`config.mk`:
```
export PLATFORM = sky130hd
export DESIGN_NAME = i2c_slave_rx
export DESIGN_NICKNAME = d
export VERILOG_FILES = /design/src/rtl/i2c_slave_rx_pkg.sv /design/src/rtl/i2c_line_sync.sv /design/src/rtl/i2c_rx_shifter.sv /design/src/rtl/i2c_slave_rx.sv
export SDC_FILE = /design/constraint.sdc
export NUM_CORES = 1
export LEC_CHECK = 0
export BUFFER_PORTS_ARGS = -buffer_cell sky130_fd_sc_hd__buf_2
export CORE_MARGIN = 8
export CORE_UTILIZATION = 45
export CTS_CLUSTER_SIZE = 40
export DETAILED_ROUTE_END_ITERATION = 8
export PLACE_DENSITY = 0.75
export SETUP_SLACK_MARGIN = 0.4
export SYNTH_ARGS = -nofsm -noshare
export SYNTH_HDL_FRONTEND = slang
export SYNTH_SLANG_ARGS = --single-unit
export TNS_END_PERCENT = 1
```
`constraint.sdc`:
```
create_clock -name clk -period 2.15 [get_ports clk]
set_input_delay 0.215 -clock clk [delete_from_list [all_inputs] [get_ports clk]]
set_output_delay 0.215 -clock clk [all_outputs]
set_load 0.02 [all_outputs]
```
`src/rtl/i2c_slave_rx_pkg.sv`:
```
package i2c_slave_rx_pkg;
  typedef enum logic [2:0] {
    ST_IDLE,
    ST_ADDR,
    ST_DATA,
    ST_WAIT_FALL,
    ST_ACK_LO,
    ST_ACK_HI,
    ST_HOLD,
    ST_IGNORE
  } rx_state_t;
endpackage

```
`src/rtl/i2c_line_sync.sv`:
```
module i2c_line_sync #(
  parameter int STAGES = 2
) (
  input  logic clk,
  input  logic rst,
  input  logic din,
  output logic dout
);
  logic [STAGES-1:0] chain;

  genvar g;
  generate
    for (g = 0; g < STAGES; g++) begin : g_stage
      if (g == 0) begin : g_first
        always_ff @(posedge clk) begin
          if (rst) chain[0] <= 1'b1;
          else     chain[0] <= din;
        end
      end else begin : g_rest
        always_ff @(posedge clk) begin
          if (rst) chain[g] <= 1'b1;
          else     chain[g] <= chain[g-1];
        end
      end
    end
  endgenerate

  assign dout = chain[STAGES-1];
endmodule

```
`src/rtl/i2c_rx_shifter.sv`:
```
module i2c_rx_shifter #(
  parameter int DATA_W = 8
) (
  input  logic              clk,
  input  logic              rst,
  input  logic              clear,
  input  logic              shift_en,
  input  logic              bit_in,
  output logic [DATA_W-1:0] data,
  output logic              full
);
  localparam int CNT_W = $clog2(DATA_W + 1);

  logic [CNT_W-1:0] cnt;

  always_ff @(posedge clk) begin
    if (rst || clear) begin
      cnt  <= '0;
      data <= '0;
    end else if (shift_en && !full) begin
      cnt  <= cnt + 1'b1;
      data <= {data[DATA_W-2:0], bit_in};
    end
  end

  assign full = (cnt == CNT_W'(DATA_W));
endmodule

```
`src/rtl/i2c_slave_rx.sv`:
```
module i2c_slave_rx #(
  parameter int ADDR_W      = 7,
  parameter int DATA_W      = 8,
  parameter int SYNC_STAGES = 2
) (
  input  logic              clk,
  input  logic              rst,
  input  logic              scl_in,
  input  logic              sda_in,
  input  logic [ADDR_W-1:0] own_addr,
  input  logic              ack_en,
  input  logic              host_wr,
  output logic              sda_pull,
  output logic [DATA_W-1:0] rx_data,
  output logic              rx_valid,
  output logic              gc_flag,
  output logic              aas_flag,
  output logic              irq
);
  import i2c_slave_rx_pkg::*;

  localparam int NLINES = 2;

  logic [NLINES-1:0] raw_lines, sync_lines;
  logic scl_s, sda_s, scl_q, sda_q;
  logic scl_rise, scl_fall, start_det, stop_det;
  rx_state_t state;
  logic [DATA_W-1:0] sh_data;
  logic sh_full, sh_clear, sh_en;
  logic [ADDR_W-1:0] rx_addr;

  assign raw_lines = {sda_in, scl_in};

  genvar i;
  generate
    for (i = 0; i < NLINES; i++) begin : g_sync
      i2c_line_sync #(.STAGES(SYNC_STAGES)) u_sync (
        .clk (clk),
        .rst (rst),
        .din (raw_lines[i]),
        .dout(sync_lines[i])
      );
    end
  endgenerate

  assign scl_s = sync_lines[0];
  assign sda_s = sync_lines[1];

  always_ff @(posedge clk) begin
    if (rst) begin
      scl_q <= 1'b1;
      sda_q <= 1'b1;
    end else begin
      scl_q <= scl_s;
      sda_q <= sda_s;
    end
  end

  assign scl_rise  = scl_s && !scl_q;
  assign scl_fall  = !scl_s && scl_q;
  assign start_det = scl_s && scl_q && sda_q && !sda_s;
  assign stop_det  = scl_s && scl_q && !sda_q && sda_s;

  assign sh_clear = start_det || (state == ST_HOLD && host_wr);
  assign sh_en    = scl_rise && (state == ST_ADDR || state == ST_DATA);

  i2c_rx_shifter #(.DATA_W(DATA_W)) u_shift (
    .clk     (clk),
    .rst     (rst),
    .clear   (sh_clear),
    .shift_en(sh_en),
    .bit_in  (sda_s),
    .data    (sh_data),
    .full    (sh_full)
  );

  assign rx_addr = sh_data[DATA_W-1 -: ADDR_W];

  always_ff @(posedge clk) begin
    if (rst) begin
      state    <= ST_IDLE;
      sda_pull <= 1'b0;
      rx_data  <= '0;
      rx_valid <= 1'b0;
      gc_flag  <= 1'b0;
      aas_flag <= 1'b0;
      irq      <= 1'b0;
    end else begin
      rx_valid <= 1'b0;
      irq      <= 1'b0;
      if (start_det) begin
        state    <= ST_ADDR;
        sda_pull <= 1'b0;
        gc_flag  <= 1'b0;
        aas_flag <= 1'b0;
      end else if (stop_det) begin
        state    <= ST_IDLE;
        sda_pull <= 1'b0;
        gc_flag  <= 1'b0;
        aas_flag <= 1'b0;
      end else begin
        unique case (state)
          ST_ADDR: if (sh_full) begin
            if (rx_addr == '0) begin
              gc_flag <= 1'b1;
              irq     <= 1'b1;
              state   <= ST_WAIT_FALL;
            end else if (rx_addr == own_addr) begin
              aas_flag <= 1'b1;
              irq      <= 1'b1;
              state    <= ST_WAIT_FALL;
            end else begin
              state <= ST_IGNORE;
            end
          end
          ST_DATA: if (sh_full) begin
            rx_data  <= sh_data;
            rx_valid <= 1'b1;
            state    <= ST_WAIT_FALL;
          end
          ST_WAIT_FALL: if (scl_fall) begin
            sda_pull <= ack_en;
            state    <= ST_ACK_LO;
          end
          ST_ACK_LO: if (scl_rise) state <= ST_ACK_HI;
          ST_ACK_HI: if (scl_fall) begin
            sda_pull <= 1'b0;
            state    <= ST_HOLD;
          end
          ST_HOLD: if (host_wr) state <= ST_DATA;
          default: ;
        endcase
      end
    end
  end
endmodule

```
==> reports/results.tsv <==
stage	metric	value	unit
worst_hold_path	path class of the lowest-slack min-delay path	input port to flop	
global_routing	first-pass GRT wire length	5.354	mm
logic_synthesis	proportion of synthesized flip-flops having asynchronous set or reset	0	%
die	initial core utilization	46.71	%
setup_path	Worst Setup Path Type	flop to flop	
power	Combinational Power Share	7.4	%
logic_synthesis	adder-cell share of the synthesized area	1.618	%
logic_synthesis	Distinct cells, synth	41	
global_routing	GRT Resource Usage Total	12.35	%
die	horizontal die dimension	74.62	um
global_routing	antenna violations before repair	0	
power	clock network power share	30.7	%
setup_path	reg2reg start	u_shift.cnt[0]	
power	power per cell area	595.6	nW/um^2
timing	timing-limited maximum frequency	593.8	MHz
drt	count of TritonRoute iterations in the first routing pass	4	
timing	Fin Clk Skew	9.402	ps
drt	Residual DRC	0	
logic_synthesis	Post-synth EDFFs	0	
finish	growth of design area from synthesis to finish	15.05	%
clock_network	clock insertion delay at the later pin of the skew report	330	ps
placement	worst slack, placed	349.2	ps
clock_network	number of buffers on the longest clock path	2	
finish	total of fill cells in the finished design	335	
drt	Via density	5.059	
timing	final critical path time including I/O delays and setup	1684	ps
finish	Total Nets Final	206	
global_routing	number of global-route vias before repair	1147	
clock_network	clock input transition at the sequential cells of the worst setup and hold paths	100	ps
clock_network	number of CTS-inserted buffers	5	
power	switching power	0.0002644	W
timing	unrepaired setup endpoints after global routing	true	
timing	fraction of the cycle the final worst path needs	78.32	%
drt	overall via count from detail_route	1199	
placement	final weighted congestion in routability-driven placement	0.7383	
logic_synthesis	compound-cell area share of the yosys netlist	9.709	%
logic_synthesis	total of flip-flops plus latches after synthesis	34	
logic_synthesis	dominant combinational cell family by area after synthesis	simple AND/OR/NAND/NOR gates	
clock_network	H-tree depth	2	
power	worst IR drop on VDD	0.0004718	V
power	internal power	0.0007952	W
setup_path	category of the worst setup path launch point	flop	
logic_synthesis	basic-gate share of the synthesized area counting and, or, nand and nor cells	23.22	%
setup_path	crit end category	flop	
clock_network	clk root buf	sky130_fd_sc_hd__clkbuf_4	
placement	Detailed Place HPWL	2.238	mm
setup_path	worst reg-to-reg path cell count	7	
logic_synthesis	top flip-flop cell by instance count after synthesis	sky130_fd_sc_hd__dfxtp_1	
logic_synthesis	multiplexer share of the synthesized area	11.00	%
logic_synthesis	number of nets produced by synthesis	179	
finish	diodes inserted	0	
power	Seq pwr share	61.8	%
worst_hold_path	Hold Crit Depth	2	
logic_synthesis	cell with the most instances after synthesis	sky130_fd_sc_hd__dfxtp_1	
setup_path	CP startpoint	u_shift.cnt[0]	
logic_synthesis	area leader, netlist	sky130_fd_sc_hd__dfxtp_1	
clock_network	TritonCTS clock tree	built	
logic_synthesis	Synth warnings	0	
finish	area of all sequential standard cells	685.7	sq um
outcome	status	finished, final reports clean	
flow_run	maximum capacitance violations	0	
timing	post-route worst setup slack	466.0	ps
power	leakage	0.7624	nW
clock_network	post-CTS setup repair buffer count	0	
logic_synthesis	area share of the leading cell type in the synthesized netlist	44.01	%
setup_path	setup slack of the most critical reg-to-reg path	470	ps
logic_synthesis	Avg Synthesized Cell Area	9.430	sq um
timing	count of final setup violators	0	
setup_path	arrival time of the worst setup path	1920	ps
logic_synthesis	number of instances in the synthesized netlist	164	
setup_path	required time at the worst-slack endpoint	2390	ps
setup_path	CP max FO	4	
logic_synthesis	post-synthesis sequential area ratio	44.01	%
timing	Final Max Slew Viols	0	
die	Die Span Y	74.62	um
global_routing	maximum number of pins on one net before global-route repair	19	
global_routing	sum of overflow across all layers after global routing	0	
die	area inside the core boundary	3311	sq um
logic_synthesis	cell area after synthesis	1546	sq um
timing	final hold violation count	0	
die	row count	21	
placement	number of port buffers	25	
logic_synthesis	cell types with the highest counts after synthesis	34 x sky130_fd_sc_hd__dfxtp_1, 25 x sky130_fd_sc_hd__nor2_1, 17 x sky130_fd_sc_hd__mux2i_1, 8 x sky130_fd_sc_hd__nand2_1, 7 x sky130_fd_sc_hd__xor2_1	
timing	worst slew margin relative to its limit	56.07	%
timing	Worst Max-Slew Pin Slew	658.0	ps
setup_path	endpoint of the worst-slack reg-to-reg timing path	state[0]	
die	Die Footprint	5568	sq um
clock_network	CTS sink cnt	34	
finish	multi-input gate area in the final layout	825.8	sq um
finish	proportion of layout cells with a drive suffix above 1	26.18	%
logic_synthesis	post-synthesis xor/xnor area fraction	6.796	%
drt	antenna viol nets, final	0	
power	fraction of power spent switching nets	24.95	%
setup_path	capture point of the worst path	state[0]	
logic_synthesis	Synth area leaders	sky130_fd_sc_hd__dfxtp_1 44%, sky130_fd_sc_hd__mux2i_1 11%, sky130_fd_sc_hd__nor2_1 6.1%	
timing	total negative slack for setup checks	0	ps
finish	final core utilization	53.74	%
drt	wire length per cell	12.87	um
drt	Iteration-0 DRC Markers	71	
drt	total wire length after detailed routing	3.050	mm
die	top-level port count	26	
[worst max-delay path, cell delays in order, from the launching register on]
cell and delay (ps):
sky130_fd_sc_hd__dfxtp_2 370, sky130_fd_sc_hd__inv_1 50, sky130_fd_sc_hd__ha_1 200, sky130_fd_sc_hd__and3b_2 230, sky130_fd_sc_hd__or3_1 320, sky130_fd_sc_hd__o211ai_1 130
sky130_fd_sc_hd__a21oi_1 100, sky130_fd_sc_hd__a41o_1 210
[power by group through the flow]
| stage | sequential (W) | clock [W] | combinational, W |
|---|---|---|---|
| 2_1_floorplan | 0.000658 | 0 | 0.0000656 |
| 3_3_place_gp | 0.000668 | 0 | 0.0000770 |
| 4_1_cts | 0.000654 | 0.000335 | 0.0000788 |
| 5_1_grt | 0.000658 | 0.000367 | 0.0000876 |
| 6_report | 0.000655 | 0.000326 | 0.0000789 |
| 3_5_place_dp | 0.000668 | 0 | 0.0000779 |
[cell type report]
class / instances / share of cell area, %
Clock buffer: 5 / 2.110
Clock inverter: 2 / 0.5626
Inverter: 5 / 1.055
Multi-Input combinational cell: 118 / 46.41
Sequential cell: 34 / 38.54
Tap cell: 46 / 3.235
Timing Repair Buffer: 27 / 8.087
[state kept, by name, indices dropped and copies added (netlist names)]
register	flops
g_sync.u_sync.dout	2
u_shift.data	8
scl_q	1
g_sync.u_sync.chain	2
sda_q	1
gc_flag	1
sda_pull	1
rx_valid	1
irq	1
state	3
aas_flag	1
rx_data	8
u_shift.cnt	4
[cell usage in the layout (no fill, tap or decap), types with 2 or more instances in the layout]
master / instances
sky130_fd_sc_hd__a21oi_1: 5
sky130_fd_sc_hd__buf_2: 25
sky130_fd_sc_hd__clkbuf_4: 5
sky130_fd_sc_hd__clkinv_2: 2
sky130_fd_sc_hd__dfxtp_1: 30
sky130_fd_sc_hd__dfxtp_2: 4
sky130_fd_sc_hd__ha_1: 2
sky130_fd_sc_hd__inv_1: 5
sky130_fd_sc_hd__mux2i_1: 17
sky130_fd_sc_hd__nand2_1: 8
sky130_fd_sc_hd__nand2b_1: 5
sky130_fd_sc_hd__nand4_1: 2
sky130_fd_sc_hd__nor2_1: 24
sky130_fd_sc_hd__nor2b_1: 4
sky130_fd_sc_hd__nor4_1: 2
sky130_fd_sc_hd__o21ai_0: 4
sky130_fd_sc_hd__o221ai_1: 2
sky130_fd_sc_hd__or2_2: 6
sky130_fd_sc_hd__or3_1: 2
sky130_fd_sc_hd__xnor2_1: 5
sky130_fd_sc_hd__xor2_1: 7
[metrics by stage]
| stage | area, sq um | hold slack [ps] | std cells | power (W) |
|---|---|---|---|---|
| 5_1_grt | 1779 | 33.87 | 237 | 0.001112 |
| 3_5_place_dp | 1707 | 398.9 | 230 | 0.0007461 |
| 2_1_floorplan | 1546 | 318.8 | 164 | 0.0007236 |
| 3_3_place_gp | 1707 | 397.2 | 230 | 0.0007451 |
| 6_report | 1779 | 52.72 | 237 | 0.001060 |
| 4_1_cts | 1759 | 42.33 | 237 | 0.001068 |
[per-layer routing]
| layer | vias up | GRT usage (%) | share of wire, % |
|---|---|---|---|
| li1 | 612 | - | - |
| met1 | 558 | 14.76 | 48 |
| met2 | 22 | 18.97 | 46 |
| met3 | 7 | 5.193 | 5.2 |
| met4 | 0 | 5.217 | 1.4 |
| met5 | - | 0 | 0 |
[how the worst min path moves through the flow]
stage | to | from | slack (ps)
after global placement | g_sync[0].u_sync.dout | g_sync[0].u_sync.chain[0] | 400
after detailed placement | g_sync[0].u_sync.dout | g_sync[0].u_sync.chain[0] | 400
after global routing | g_sync[1].u_sync.chain[0] | sda_in | 30
after CTS | g_sync[0].u_sync.chain[0] | scl_in | 40
final | g_sync[0].u_sync.chain[0] | scl_in | 50
after floorplan | g_sync[0].u_sync.chain[0] | scl_in | 320
[logic make-up after synthesis]
group                    Yosys count
flip-flops                        34
AO/OA/AOI/OAI                     22
buffers and inverters             12
XOR/XNOR                          12
AND/OR/NAND/NOR                   65
multiplexers                      17
adder cells (fa/ha/maj)            2
[repair_timing]
action                                 4_1_cts  5_1_grt
setup endpoints to repair                   10       19
pin swaps                                    1        3
resized for setup                            2        7
endpoints found under the hold margin        0        0
hold buffers                                 0        0
Power figures use the tool's default switching activity.
